File: config.mk
export PLATFORM = sky130hd
export DESIGN_NAME = oc_unit
export DESIGN_NICKNAME = d
export VERILOG_FILES = /design/src/rtl/oc_pkg.sv /design/src/rtl/oc_wr_seq.sv /design/src/rtl/oc_flag_fsm.sv /design/src/rtl/oc_regs.sv /design/src/rtl/oc_match.sv /design/src/rtl/oc_unit.sv
export SDC_FILE = /design/constraint.sdc
export NUM_CORES = 1
export LEC_CHECK = 0
export BUFFER_PORTS_ARGS = -buffer_cell sky130_fd_sc_hd__buf_2
export CAP_MARGIN = 0
export CORE_UTILIZATION = 31
export DETAILED_ROUTE_END_ITERATION = 8
export RECOVER_POWER = 100
export SETUP_SLACK_MARGIN = 0.02
export SLEW_MARGIN = 20
export SYNTH_ARGS = -nofsm -noshare
export SYNTH_HDL_FRONTEND = slang
export SYNTH_SLANG_ARGS = --single-unit
File: constraint.sdc
create_clock -name clk -period 1.8 [get_ports clk]
set_input_delay 0.09 -clock clk [delete_from_list [all_inputs] [get_ports clk]]
set_output_delay 0.09 -clock clk [all_outputs]
set_load 0.005 [all_outputs]
File: src/rtl/oc_pkg.sv
package oc_pkg;
    localparam int unsigned ADDR_W = 2;

    localparam logic [ADDR_W-1:0] A_HI   = 2'd0;
    localparam logic [ADDR_W-1:0] A_LO   = 2'd1;
    localparam logic [ADDR_W-1:0] A_CTRL = 2'd2;
    localparam logic [ADDR_W-1:0] A_STAT = 2'd3;

    localparam int unsigned CTRL_LVL_BIT = 0;
    localparam int unsigned CTRL_IE_BIT  = 1;
    localparam int unsigned STAT_PIN_BIT = 0;

    typedef enum logic {
        SEQ_ARMED = 1'b0,
        SEQ_HALF  = 1'b1
    } seq_state_e;

    typedef enum logic [1:0] {
        FLG_CLEAR = 2'd0,
        FLG_SET   = 2'd1,
        FLG_SEEN  = 2'd2
    } flg_state_e;
endpackage

File: src/rtl/oc_wr_seq.sv
module oc_wr_seq
    import oc_pkg::*;
(
    input  logic clk,
    input  logic rst_n,
    input  logic hi_wr,
    input  logic lo_wr,
    output logic armed
);
    seq_state_e st_q, st_d;

    // next state
    always_comb begin
        st_d = st_q;
        unique case (st_q)
            SEQ_ARMED: if (hi_wr) st_d = SEQ_HALF;
            SEQ_HALF:  if (lo_wr) st_d = SEQ_ARMED;
            default:   st_d = SEQ_ARMED;
        endcase
    end

    // state register
    always_ff @(posedge clk or negedge rst_n) begin
        if (!rst_n) st_q <= SEQ_ARMED;
        else        st_q <= st_d;
    end

    // outputs
    always_comb begin
        armed = (st_q == SEQ_ARMED);
    end
endmodule

File: src/rtl/oc_flag_fsm.sv
module oc_flag_fsm
    import oc_pkg::*;
(
    input  logic clk,
    input  logic rst_n,
    input  logic match_evt,
    input  logic stat_rd,
    input  logic lo_wr,
    output logic flag
);
    flg_state_e st_q, st_d;

    // next state
    always_comb begin
        st_d = st_q;
        unique case (st_q)
            FLG_CLEAR: if (match_evt) st_d = FLG_SET;
            FLG_SET:   if (stat_rd)   st_d = FLG_SEEN;
            FLG_SEEN:  if (lo_wr)     st_d = match_evt ? FLG_SET : FLG_CLEAR;
            default:   st_d = FLG_CLEAR;
        endcase
    end

    // state register
    always_ff @(posedge clk or negedge rst_n) begin
        if (!rst_n) st_q <= FLG_CLEAR;
        else        st_q <= st_d;
    end

    // outputs
    always_comb begin
        flag = (st_q != FLG_CLEAR);
    end
endmodule

File: src/rtl/oc_regs.sv
module oc_regs
    import oc_pkg::*;
#(
    parameter int unsigned DATA_W = 8
) (
    input  logic                  clk,
    input  logic                  rst_n,
    input  logic                  wr_en,
    input  logic [ADDR_W-1:0]     wr_addr,
    input  logic [DATA_W-1:0]     wr_data,
    output logic [2*DATA_W-1:0]   cmp_val,
    output logic                  lvl_bit,
    output logic                  ie_bit
);
    localparam int unsigned NBYTES = 2;

    // compare bytes: byte 0 is low, byte 1 is high; not reset
    for (genvar b = 0; b < NBYTES; b++) begin : g_byte
        localparam logic [ADDR_W-1:0] SEL = (b == 0) ? A_LO : A_HI;
        logic [DATA_W-1:0] byte_q;
        always_ff @(posedge clk) begin
            if (wr_en && (wr_addr == SEL)) byte_q <= wr_data;
        end
        assign cmp_val[b*DATA_W +: DATA_W] = byte_q;
    end

    always_ff @(posedge clk or negedge rst_n) begin
        if (!rst_n) begin
            lvl_bit <= 1'b0;
            ie_bit  <= 1'b0;
        end else if (wr_en && (wr_addr == A_CTRL)) begin
            lvl_bit <= wr_data[CTRL_LVL_BIT];
            ie_bit  <= wr_data[CTRL_IE_BIT];
        end
    end
endmodule

File: src/rtl/oc_match.sv
module oc_match #(
    parameter int unsigned CMP_W = 16
) (
    input  logic             clk,
    input  logic             rst_n,
    input  logic             cnt_tick,
    input  logic [CMP_W-1:0] cnt_val,
    input  logic [CMP_W-1:0] cmp_val,
    input  logic             armed,
    input  logic             lvl_bit,
    output logic             match_evt,
    output logic             pin
);
    always_comb begin
        match_evt = cnt_tick && armed && (cnt_val == cmp_val);
    end

    always_ff @(posedge clk or negedge rst_n) begin
        if (!rst_n)         pin <= 1'b0;
        else if (match_evt) pin <= lvl_bit;
    end
endmodule

File: src/rtl/oc_unit.sv
module oc_unit
    import oc_pkg::*;
#(
    parameter int unsigned DATA_W = 8,
    localparam int unsigned CMP_W = 2 * DATA_W
) (
    input  logic              clk,
    input  logic              rst_n,
    input  logic              wr_en,
    input  logic [1:0]        wr_addr,
    input  logic [DATA_W-1:0] wr_data,
    input  logic              rd_en,
    input  logic [1:0]        rd_addr,
    output logic [DATA_W-1:0] rd_data,
    input  logic [CMP_W-1:0]  cnt_val,
    input  logic              cnt_tick,
    output logic              cmp_pin,
    output logic              irq
);
    localparam int unsigned STAT_FLAG_BIT = DATA_W - 1;
    localparam int unsigned STAT_INH_BIT  = DATA_W - 2;

    logic             hi_wr, lo_wr, stat_rd;
    logic             armed, flag, match_evt;
    logic             lvl_bit, ie_bit;
    logic [CMP_W-1:0] cmp_val;

    assign hi_wr   = wr_en && (wr_addr == A_HI);
    assign lo_wr   = wr_en && (wr_addr == A_LO);
    assign stat_rd = rd_en && (rd_addr == A_STAT);

    oc_regs #(.DATA_W(DATA_W)) u_regs (
        .clk     (clk),
        .rst_n   (rst_n),
        .wr_en   (wr_en),
        .wr_addr (wr_addr),
        .wr_data (wr_data),
        .cmp_val (cmp_val),
        .lvl_bit (lvl_bit),
        .ie_bit  (ie_bit)
    );

    oc_wr_seq u_seq (
        .clk   (clk),
        .rst_n (rst_n),
        .hi_wr (hi_wr),
        .lo_wr (lo_wr),
        .armed (armed)
    );

    oc_match #(.CMP_W(CMP_W)) u_match (
        .clk       (clk),
        .rst_n     (rst_n),
        .cnt_tick  (cnt_tick),
        .cnt_val   (cnt_val),
        .cmp_val   (cmp_val),
        .armed     (armed),
        .lvl_bit   (lvl_bit),
        .match_evt (match_evt),
        .pin       (cmp_pin)
    );

    oc_flag_fsm u_flag (
        .clk       (clk),
        .rst_n     (rst_n),
        .match_evt (match_evt),
        .stat_rd   (stat_rd),
        .lo_wr     (lo_wr),
        .flag      (flag)
    );

    assign irq = flag && ie_bit;

    always_comb begin
        rd_data = '0;
        unique case (rd_addr)
            A_HI:   rd_data = cmp_val[CMP_W-1:DATA_W];
            A_LO:   rd_data = cmp_val[DATA_W-1:0];
            A_CTRL: begin
                rd_data[CTRL_LVL_BIT] = lvl_bit;
                rd_data[CTRL_IE_BIT]  = ie_bit;
            end
            A_STAT: begin
                rd_data[STAT_FLAG_BIT] = flag;
                rd_data[STAT_INH_BIT]  = ~armed;
                rd_data[STAT_PIN_BIT]  = cmp_pin;
            end
            default: rd_data = '0;
        endcase
    end
endmodule

* Word-level counts from Yosys, hierarchy flattened
Index checks and enable logic that the tools add are counted.
** Storage, ports and cells
- Output and inout port bits :: 10
- Flip-flop bits (word level) :: 22
** Cells by class
- Multiplexer cells :: 12
- Equal/unequal tests :: 11
- Bitwise logic cells :: 1
- Reduce and logical (&&, ||, !) cells :: 12
** Operator list (number)
- == test 16 bit :: 1
- case mux 2 bit (3 select lines) :: 2
- == test 2 bit (second input constant) :: 4
- case mux 4 bit (2 select lines) :: 1
- logical AND 1 bit :: 7
- == test 2 x 1 -> 1 bit (second input constant) :: 3
- logical NOT 2 bit :: 3
- two-way mux 2 bit :: 3
- inequality test 2 bit (second input constant) :: 2
- case mux 1 bit (4 select lines) :: 1
- two-way mux 1 bit :: 3
- case mux 1 bit (3 select lines) :: 1
- AND reduction 3 bit :: 1
- inequality test 2 x 1 -> 1 bit (second input constant) :: 1
- case mux 1 bit (2 select lines) :: 1
- nonzero test 2 bit :: 1
- NOT 1 bit :: 1

* Depth between registers and ports, before layout
Gate-level depths: netlist of run 1.
- Word-level depth :: 6
- Depth in mapped cells :: 5
- Mapped depth without buffers :: 5

* Hierarchy
From an unflattened synthesis of run 1, not the netlist that was laid out.
** Unflattened totals
- Cells, all modules :: 86
- Area, all modules :: 1167.4 um2
** By module, submodules not included
- oc_regs :: instances 1, cells each 23, seq. area each 530.5 um2, area each 598.1 um2
- oc_match :: instances 1, cells each 25, seq. area each 25.0 um2, area each 220.2 um2
- oc_unit :: instances 1, cells each 24, seq. area each 0.0 um2, area each 186.4 um2
- oc_flag_fsm :: instances 1, cells each 10, seq. area each 50.0 um2, area each 118.9 um2
- oc_wr_seq :: instances 1, cells each 4, seq. area each 25.0 um2, area each 43.8 um2

* Least setup slack after synthesis of run 1
Ideal clock, no wire load.
- Path kind :: reg-to-reg
- From :: register u_regs.g_byte[1].byte_q[2]
- To :: register u_match.pin
- Library setup time :: 0.128 ns
- Required time :: 1.672 ns
- Stages on the path, launching flop included :: 6
- Arrival time :: 1.552 ns
- Clock period less this slack :: 1.679 ns
- Setup slack :: 0.121 ns
- Cell sequence :: edfxtp_1 xor2_1 nor4_1 nand4b_1 nor4_2 mux2_1
** Between the ends
- Word-level cells in the longest chain between the ends :: 2
** RTL lines
- from (decl) :: RTL line oc_regs.sv:20 : logic [DATA_W-1:0] byte_q;
- from (signal assigned) :: RTL line oc_regs.sv:22 : if (wr_en && (wr_addr == SEL)) byte_q <= wr_data;
- == test 16 bit :: RTL line oc_match.sv:15 : match_evt = cnt_tick && armed && (cnt_val == cmp_val);
- logical AND 1 bit :: RTL line oc_match.sv:15
- to (signal assigned) :: RTL line oc_match.sv:20 : else if (match_evt) pin <= lvl_bit;
- to (decl) :: RTL line oc_match.sv:12 : output logic pin
Every way passes these cells.
A chain may end at the register's enable or synchronous reset.

* Worst setup path after layout of run 1
- From :: register u_regs.g_byte[0].byte_q[0]
- To :: register u_match.pin
** Between the ends
- Word-level cells in the longest chain between the ends :: 2
** RTL lines (RTL line)
- from (decl) :: oc_regs.sv:20
- from (signal assigned) :: oc_regs.sv:22
- == test 16 bit :: oc_match.sv:15
- logical AND 1 bit :: oc_match.sv:15
Every way passes these cells.

==> summary.md, run 1 <==
| Metric | Value |
|---|---|
| Status | finished clean |
| Met2 Routed Length | 1.24 mm |
| Largest net degree at the start of global routing | 14 |
| Number of global-route vias before repair | 781 |
| Period utilization | 96.3% |
| First-pass GRT wire length | 3.59 mm |
| Register area share after synthesis | 58.5% |
| Cts bufs inserted | 3 |
| DR DRC count | 0 |
| Initial antenna violation count | 0 |
| Antenna Cells | 0 |
| Wirelength per Cell | 13.3 um |
| Vias | 849 |
| Worst Path Buf+Inv | 0 |
| Die area | 0.00371 mm2 |
| IO Count | 43 |
| GRT Util Overall | 13.8% |
| # setup viols final | 0 |
| Clock sinks | 22 |
| RSZ-0062 raised after global routing | yes |
| Slowest stage cell, crit path | edfxtp_1 |
| Pwr/cell area | 669 mW/mm2 |
| Worst hold slack | 0.0900 ns |
| Clock Latency Late Sink | 0.29 ns |
| Final TNS setup | 0 ns |
| Die height | 61.0 um |
| Delay-heaviest family, CP | simple AND/OR/NAND/NOR gates |
| Slew headroom | 64.5% |
| Pre-Repair DR Iteration Count | 4 |
| Root Driver | clkbuf_4 |
| Tightest Hold Check Type | input port to flop |
| YS warnings | 0 |
| P_leak | 0.000577 uW |
| Maxcap violations | 0 |
| Final Net Count | 171 |
| Initial Util | 32.3% |
| Cell chain of the critical path | xor2_1 -> nor4_1 -> nand4b_1 -> nor4_4 -> mux2_4 |
| Slowest stage delay, CP | 0.41 ns |
| Fmax | 577 MHz |
| Setup Skew | 0.00603 ns |
| Area growth, synth to finish | 35.2% |
| Via density | 4.64 |
| Post-route ant nets | 0 |
| Maximum vdd drop | 0.177 mV |
| IO buf count | 42 |
| Worst Setup End Kind | flop |
| Core Area | 0.00334 mm2 |
| Clk buf depth | 2 |
| DPL Wire Length | 1.87 mm |
| Worst-Margin Slew | 0.533 ns |
| Die X | 61.0 um |
| Hold Vio Cnt, Final | 0 |
| Distinct cells, synth | 25 |
| Max Slew Vio Count | 0 |
| Std cell rows | 21 |
| Worst path arrival time | 1.92 ns |
| Syn Nets | 115 |
| Starting DRC count in detailed routing | 55 |
| Top sig layer | met4 |
| Average size of a mapped cell | 13.1 um2 |
| WL met1 | 1.02 mm |
| Critical path class | flop to flop |
| Layout fillers | 345 |
| Layout cells sized above 1 | 24.8% |
| Area of the multi-input gates | 448 um2 |
| Clock transition at the registers of the reported paths | 0.11 ns |
| Mapped cell area | 0.00108 mm2 |
| Grt total ovfl | 0 |
| Routed WL | 2.44 mm |
| Required @ worst endpoint | 1.99 ns |
| Sequential cell area | 631 um2 |
| Gpl congestion | 0.820 |
| H-tree Lvls | 1 |
| CTS tree | yes |
| Synthesis-stage register bit count | 22 |
| Tmin final | 1.73 ns |
| Gate Count Post-Synth | 82 |
| CP Max Fanout | 2 |
| Startpoint Class | flop |
| Met3 wire length | 147 um |
routing by layer:
| layer | GRT usage [%] | vias up |
|---|---|---|
| met2 | 23.9 | 38 |
| met3 | 1.49 | 4 |
| met1 | 17.0 | 398 |
| met4 | 7.14 | 0 |
| met5 | 0 | - |
| li1 | - | 409 |
where the power goes:
part / leakage [uW] / total (uW) / internal, uW / switching, uW
sequential: 0.000224 / 598 / 576 / 21.2
clock: 0.0000154 / 214 / 80.6 / 134
combinational: 0.000338 / 163 / 89.7 / 73.3
total: 0.000577 / 975 / 747 / 228
synth_stat cells (all sizes together):
master / instances / area, um2
buf: 1 / 3.75
dfrtp: 6 / 150
nand4b: 1 / 8.76
mux2: 3 / 33.8
o211a: 1 / 10.0
nor2b: 3 / 18.8
nand3b: 3 / 22.5
mux4: 1 / 22.5
a21oi: 1 / 5.00
nor4: 2 / 18.8
inv: 1 / 3.75
mux2i: 6 / 60.1
xnor2: 12 / 105
clkbuf: 1 / 3.75
o21ai: 4 / 20.0
nor2: 9 / 33.8
xor2: 4 / 35.0
nand3: 2 / 10.0
nand4: 3 / 18.8
a22o: 1 / 8.76
edfxtp: 16 / 480
nand2: 1 / 3.75
path summary, 6_finish.rpt:
path | cells past startpoint | end | startpoint | slack (ns)
max reg2reg | 5 | u_match.pin | u_regs.g_byte[0].byte_q[0] | 0.07
max | 5 | u_match.pin | u_regs.g_byte[0].byte_q[0] | 0.07
max in group asynchronous | 2 | u_match.pin | rst_n | 1.37
min | 4 | u_seq.st_q | wr_addr[1] | 0.09
min in group asynchronous | 2 | u_flag.st_q[0] | rst_n | 0.18
min reg2reg | 1 | u_match.pin | u_regs.lvl_bit | 0.55
stage by stage:
stage,power (uW),util (%),instance area [um2],worst slack [ns],cells
floorplan,682,-,1080,0.121,82
global placement,760,40.3,1350,0.0363,169
detailed placement,762,40.3,1350,-0.0133,169
CTS,995,43.8,1460,0.0756,182
global route,1030,43.6,1460,-0.0302,183
finish,975,43.6,1460,0.0657,183
cell families (layout without fill, tap and decap cells):
family          Yosys count  after routing  synth area share (%)
compound gates            7              7                  4.06
xor+xnor                 16             16                  13.0
buf+inv                   3             58                  1.04
flops                    22             22                  58.5
mux                      10             10                  10.8
simple gates             24             24                  12.5
placed cells by master (no fill, tap or decap), drive strengths merged, types with 4 or more instances in the layout:
cell type and count:
clkbuf 23, nor2 9, mux2i 6, dlygate4sd3 9, o21ai 4, xor2 4
edfxtp 16, xnor2 12, dfrtp 6, buf 24
worst register-to-register path, delay by kind of cell, from the launching register on:
family	cells	cell delay (ns)
mux	1	0.32
xor+xnor	1	0.15
flops	1	0.41
simple gates	3	0.74
timing repair:
action | 4_1_cts | 5_1_grt
pin swaps | 1 | 4
resized for setup | 0 | 2
setup endpoints to repair | 1 | 1
setup buffers | 0 | 1
hold endpoints to repair | 22 | 0
hold buffers | 9 | 0
sequential cells by signal, summed over array words and instances (netlist names):
| name | cells |
|---|---|
| u_regs.g_byte.byte_q | 16 |
| u_flag.st_q | 2 |
| u_match.pin | 1 |
| u_regs.lvl_bit | 1 |
| u_regs.ie_bit | 1 |
| u_seq.st_q | 1 |
layout make-up:
cell class	instances	share of cell area, %
clock buffer	3	1.55
clock inverter	1	0.258
inverter	1	0.258
multi-input combinational	57	30.8
sequential	22	43.3
tap	46	3.95
timing repair buffer	53	19.9
No activity file was read; power rests on OpenSTA's default activity.
==> run 2: changes to the inputs <==
BUFFER_PORTS_ARGS = -buffer_cell sky130_fd_sc_hd__buf_4   (was -buffer_cell sky130_fd_sc_hd__buf_2)
==> run 2 against run 1 <==
Against the previous run: critical path depth did not move; final cell count fell by 0.55%; cell area rose by 7.8%; via count fell by 1.5%; largest cell class unchanged; largest power group unchanged.
==> summary.md, run 2 (synthesis results as in run 1) <==
| Metric | Value |
|---|---|
| Status | finished clean |
| Antenna Cells | 0 |
| Clock network power share | 24.9% |
| Switching power | 232 uW |
| Final non-filler cell area | 0.00157 mm2 |
| # setup viols final | 0 |
| H-tree Lvls | 1 |
| Startpoint Class | flop |
| Switching share of power | 22.1% |
| Root Driver | clkbuf_4 |
| Worst path arrival time | 1.89 ns |
| Period utilization | 94.1% |
| Clock sinks | 22 |
| CP Max Fanout | 2 |
| Part of the power in combinational logic | 18.1% |
| Area growth, synth to finish | 45.8% |
| Fmax | 590 MHz |
| Final TNS setup | 0 ns |
| Die area | 0.00371 mm2 |
| Worst-Margin Slew | 0.543 ns |
| DPL Wire Length | 1.87 mm |
| Routed WL | 2.43 mm |
| Largest register FFs | 16 |
| Largest net degree at the start of global routing | 14 |
| CTS tree | yes |
| Top Usage Layer GRT | met2 |
| Met1 Resource Use GR | 17.8% |
| Std cell rows | 21 |
| IO buf count | 42 |
| Largest registers | u_regs.g_byte.byte_q x16, u_flag.st_q x2 |
| Worst R2R Path Depth | 5 |
| Required @ worst endpoint | 2.00 ns |
| Pre-Repair DR Iteration Count | 4 |
| Slew headroom | 63.8% |
| Via density | 4.59 |
| Most common cell after layout, fill and taps aside | buf_4 |
| Critical path class | flop to flop |
| Final Net Count | 170 |
| Wirelength per Cell | 13.4 um |
| Clk buf depth | 2 |
| Reg-to-Reg End | u_match.pin |
| IO Count | 43 |
| Maximum vdd drop | 0.205 mV |
| Flop2flop setup slack | 0.11 ns |
| Tightest Hold Check Type | input port to flop |
| Pwr/cell area | 668 mW/mm2 |
| Cts bufs inserted | 3 |
| Number of global-route vias before repair | 799 |
| Pint | 816 uW |
| Max Slew Vio Count | 0 |
| Gpl congestion | 0.830 |
| GR Util met3 | 2.13% |
| Tmin final | 1.69 ns |
| DR DRC count | 0 |
| Placement-stage cell area | 0.00145 mm2 |
| Starting DRC count in detailed routing | 55 |
| GR met2 Demand/Resource | 22.8% |
| Layout cells sized above 1 | 34.6% |
| Maxcap violations | 0 |
| Initial antenna violation count | 0 |
| P_leak | 0.000644 uW |
| Largest register by flop count | u_regs.g_byte.byte_q |
| Clock Latency Late Sink | 0.30 ns |
| Highest-count cells in the layout ignoring fill and taps | buf_4 (24), clkbuf_4 (17), edfxtp_1 (16) |
| Crit path capture | u_match.pin |
| Pre-CTS setup slack | -0.0274 ns |
| Core Area | 0.00334 mm2 |
| RSZ-0062 raised after global routing | yes |
| Die height | 61.0 um |
| Initial Util | 32.3% |
| Worst Setup End Kind | flop |
| Post-route ant nets | 0 |
| Post-route setup slack | 0.106 ns |
| First-pass GRT wire length | 3.64 mm |
| Grt total ovfl | 0 |
| Vias | 836 |
| Seq pwr share | 57.1% |
| Hold Vio Cnt, Final | 0 |
| Clock transition at the registers of the reported paths | 0.12 ns |
| GRT Util Overall | 13.8% |
| CP Launch Point | u_regs.g_byte[1].byte_q[6] |
| Die X | 61.0 um |
| Worst flop-to-flop path startpoint | u_regs.g_byte[1].byte_q[6] |
| Setup Skew | 0.00578 ns |
==> run 2: cell types whose count changed in the layout (fill, tap and decap cells not counted), sizes merged <==
cell    previous run  this run
clkinv             1         0
==> run 2: final cells by class <==
cell class / count / area [um2]
clock buffer: 4 / 36.3
fill: 323 / 1770
inverter: 1 / 3.75
multi-input combinational: 57 / 448
sequential: 22 / 631
tap: 46 / 57.6
timing repair buffer: 52 / 394
==> run 2: worst min path at each step <==
stage	from	to	slack (ns)	cells past startpoint
CTS	wr_addr[1]	u_seq.st_q	0.07	4
global route	wr_addr[1]	u_seq.st_q	0.11	4
floorplan	rst_n	u_flag.st_q[0]	-0.21	0
global placement	rst_n	u_regs.ie_bit	-0.1	1
finish	wr_addr[1]	u_seq.st_q	0.10	4
detailed placement	rst_n	u_regs.ie_bit	-0.10	1
==> run 2: what timing repair did <==
action,CTS,global route
pin swaps,1,2
setup buffers,0,0
hold endpoints to repair,22,0
endpoints found under the setup margin,1,1
hold buffers,9,0
gates resized for setup,0,2
==> run 2: power groups by stage <==
stage	sequential [uW]	clock, uW	combinational [uW]
6_report	598	261	189
2_1_floorplan	601	0	80.1
3_5_place_dp	609	0	182
5_1_grt	600	291	209
4_1_cts	598	270	198
3_3_place_gp	608	0	180
==> run 2: worst max-delay path, cell delays in order (launching register included) <==
cell	delay [ns]
edfxtp_1	0.43
xor2_1	0.16
nor4_1	0.26
nand4b_1	0.19
nor4_4	0.23
mux2_4	0.33
==> run 2: metrics by stage <==
step | utilization (%) | power [uW] | hold WS [ns] | instances
2_1_floorplan | - | 682 | -0.206 | 82
3_3_place_gp | 43.5 | 788 | -0.0992 | 169
3_5_place_dp | 43.5 | 791 | -0.100 | 169
4_1_cts | 47.2 | 1070 | 0.0709 | 182
5_1_grt | 47.1 | 1100 | 0.108 | 182
6_report | 47.1 | 1050 | 0.102 | 182
==> run 2: routing by layer <==
layer / part of all wire, % / up-vias
met5: 0 / -
met4: 1.9 / 0
met3: 4.9 / 4
met2: 49 / 25
met1: 44 / 401
li1: - / 406
==> run 3: changes to the inputs <==
CELL_PAD_IN_SITES_DETAIL_PLACEMENT = 1   (was not set)
CELL_PAD_IN_SITES_GLOBAL_PLACEMENT = 1   (was not set)
GPL_TIMING_DRIVEN = 0   (was not set)
PLACE_DENSITY_LB_ADDON = 0.1   (was not set)
RECOVER_POWER = 50   (was 100)
==> run 3 against run 2 <==
Against the previous run: clock skew is 0.0065 ns higher; flip-flop and latch count stayed put; routed wire length is 4.9% higher; maximum frequency is 2.8% lower; sequential share of layout area is 0.25 points lower; non-clock buffer count is 1 higher; die area stayed put; critical path type unchanged.
==> summary.md, run 3 (synthesis results as in run 1) <==
| Metric | Value |
|---|---|
| Post-route setup slack | 0.0577 ns |
| IO Count | 43 |
| Worst path arrival time | 1.95 ns |
| Worst-Margin Slew | 0.809 ns |
| Worst R2R Path Depth | 5 |
| GR met2 Demand/Resource | 26.1% |
| Worst Setup End Kind | flop |
| Die height | 61.0 um |
| Status | finished clean |
| Post-CTS setup repair buffer count | 0 |
| Flop2flop setup slack | 0.06 ns |
| Gpl congestion | 0.752 |
| Clock sinks | 22 |
| Antenna Cells | 0 |
| Pre-CTS setup slack | -0.107 ns |
| Slowest stage cell, crit path | edfxtp_1 |
| Cts bufs inserted | 3 |
| Layout fillers | 386 |
| Via density | 4.48 |
| Initial Util | 32.3% |
| RSZ-0062 raised after global routing | yes |
| Number of global-route vias before repair | 861 |
| Core Util, Final | 47.4% |
| First-pass GRT wire length | 4.01 mm |
| Area of the multi-input gates | 454 um2 |
| HP Start | rd_en |
| Tightest Hold Check Type | input port to flop |
| IO buf count | 42 |
| Slew headroom | 46.0% |
| Pwr/cell area | 670 mW/mm2 |
| H-tree Lvls | 1 |
| Grt total ovfl | 0 |
| Hold Vio Cnt, Final | 0 |
| Wirelength per Cell | 13.9 um |
| Required @ worst endpoint | 2.01 ns |
| Starting DRC count in detailed routing | 23 |
| # setup viols final | 0 |
| GR Util met3 | 3.20% |
| Largest net degree at the start of global routing | 13 |
| Clk buf depth | 2 |
| Largest register by flop count | u_regs.g_byte.byte_q |
| Delay-heaviest family, CP | simple AND/OR/NAND/NOR gates |
| Critical path class | flop to flop |
| Startpoint Class | flop |
| Largest registers | u_regs.g_byte.byte_q x16, u_flag.st_q x2 |
| Worst Path Buf+Inv | 0 |
| DPL Wire Length | 2.02 mm |
| Met1 Resource Use GR | 20.6% |
| Routed WL | 2.55 mm |
| Clock Latency Late Sink | 0.31 ns |
| Reg-to-Reg End | u_match.pin |
| Clock transition at the registers of the reported paths | 0.12 ns |
| Die X | 61.0 um |
| Worst flop-to-flop path startpoint | u_regs.g_byte[1].byte_q[6] |
| Period utilization | 96.8% |
| Cell chain of the critical path | xor2_1 -> nor4_2 -> nand4b_1 -> nor4_4 -> mux2_4 |
| Std cell rows | 21 |
| Initial antenna violation count | 0 |
| CTS tree | yes |
| Vias | 820 |
| Maximum vdd drop | 0.484 mV |
| Setup Skew | 0.0123 ns |
| P_leak | 0.000649 uW |
| DR DRC count | 0 |
| Root Driver | clkbuf_4 |
| Post-route ant nets | 0 |
| Hold Path End | u_flag.st_q[1] |
| Final Net Count | 171 |
| Tmin final | 1.74 ns |
| Die area | 0.00371 mm2 |
| Largest register FFs | 16 |
| Highest-count cells in the layout ignoring fill and taps | buf_4 (32), edfxtp_1 (16), xnor2_1 (12) |
| Design Power | 1060 uW |
| Sequential cell area | 631 um2 |
| Core Area | 0.00334 mm2 |
| Maxcap violations | 0 |
| Hold path depth | 3 |
| Top Usage Layer GRT | met2 |
| GRT Util Overall | 15.8% |
| CP Max Fanout | 2 |
| Most common cell after layout, fill and taps aside | buf_4 |
| Slowest stage delay, CP | 0.44 ns |
| Pre-Repair DR Iteration Count | 4 |
| Layout cells sized above 1 | 35.0% |
| Max Slew Vio Count | 0 |
| Area growth, synth to finish | 46.7% |
| Fmax | 574 MHz |
run 3: worst max-delay path by stage:
stage / from / endpoint / slack (ns) / cells past startpoint
final: u_regs.g_byte[1].byte_q[6] / u_match.pin / 0.06 / 5
after global routing: u_regs.g_byte[1].byte_q[6] / u_match.pin / -0.03 / 5
after CTS: u_regs.g_byte[1].byte_q[2] / u_match.pin / 0.03 / 5
after detailed placement: u_regs.g_byte[1].byte_q[2] / u_match.pin / -0.11 / 5
after global placement: u_regs.g_byte[1].byte_q[2] / u_match.pin / -0.10 / 5
after floorplan: u_regs.g_byte[1].byte_q[2] / u_match.pin / 0.12 / 5
run 3: metrics by stage:
step	instances	setup TNS (ns)	hold slack, ns	cell area, um2
finish	183	0	0.0967	1580
detailed placement	170	-0.107	-0.0947	1450
global route	183	-0.0296	0.118	1580
floorplan	82	0	-0.206	1080
global placement	170	-0.105	-0.0981	1450
CTS	183	0	0.0711	1590
run 3: timing repair:
action / CTS / global route
pin swaps: 1 / 1
endpoints found under the setup margin: 1 / 1
hold buffers: 9 / 0
endpoints found under the hold margin: 22 / 0
gates resized for setup: 1 / 2
run 3: metal layers:
metal	routed length [um]	up-vias
met3	130	2
li1	-	409
met5	0	-
met2	1260	27
met4	24	0
met1	1140	382
run 3: final cells by class:
cell class	instances	share of cell area (%)
Sequential cell	22	39.9
Multi-Input combinational cell	57	28.7
Timing Repair Buffer	51	24.7
Tap cell	46	3.64
Clock buffer	4	2.30
Buffer	2	0.475
Inverter	1	0.238
run 3: power by group:
group | switching [uW] | internal [uW] | total, uW | leakage, uW
clock network | 143 | 123 | 267 | 0.0000210
logic | 76.5 | 119 | 195 | 0.000405
registers | 20.6 | 576 | 597 | 0.000224
total | 240 | 819 | 1060 | 0.000649
run 3: worst register-to-register path, cell delays in order, from the launching register on:
cell,delay [ns]
edfxtp_1,0.44
xor2_1,0.18
nor4_2,0.26
nand4b_1,0.19
nor4_4,0.25
mux2_4,0.33
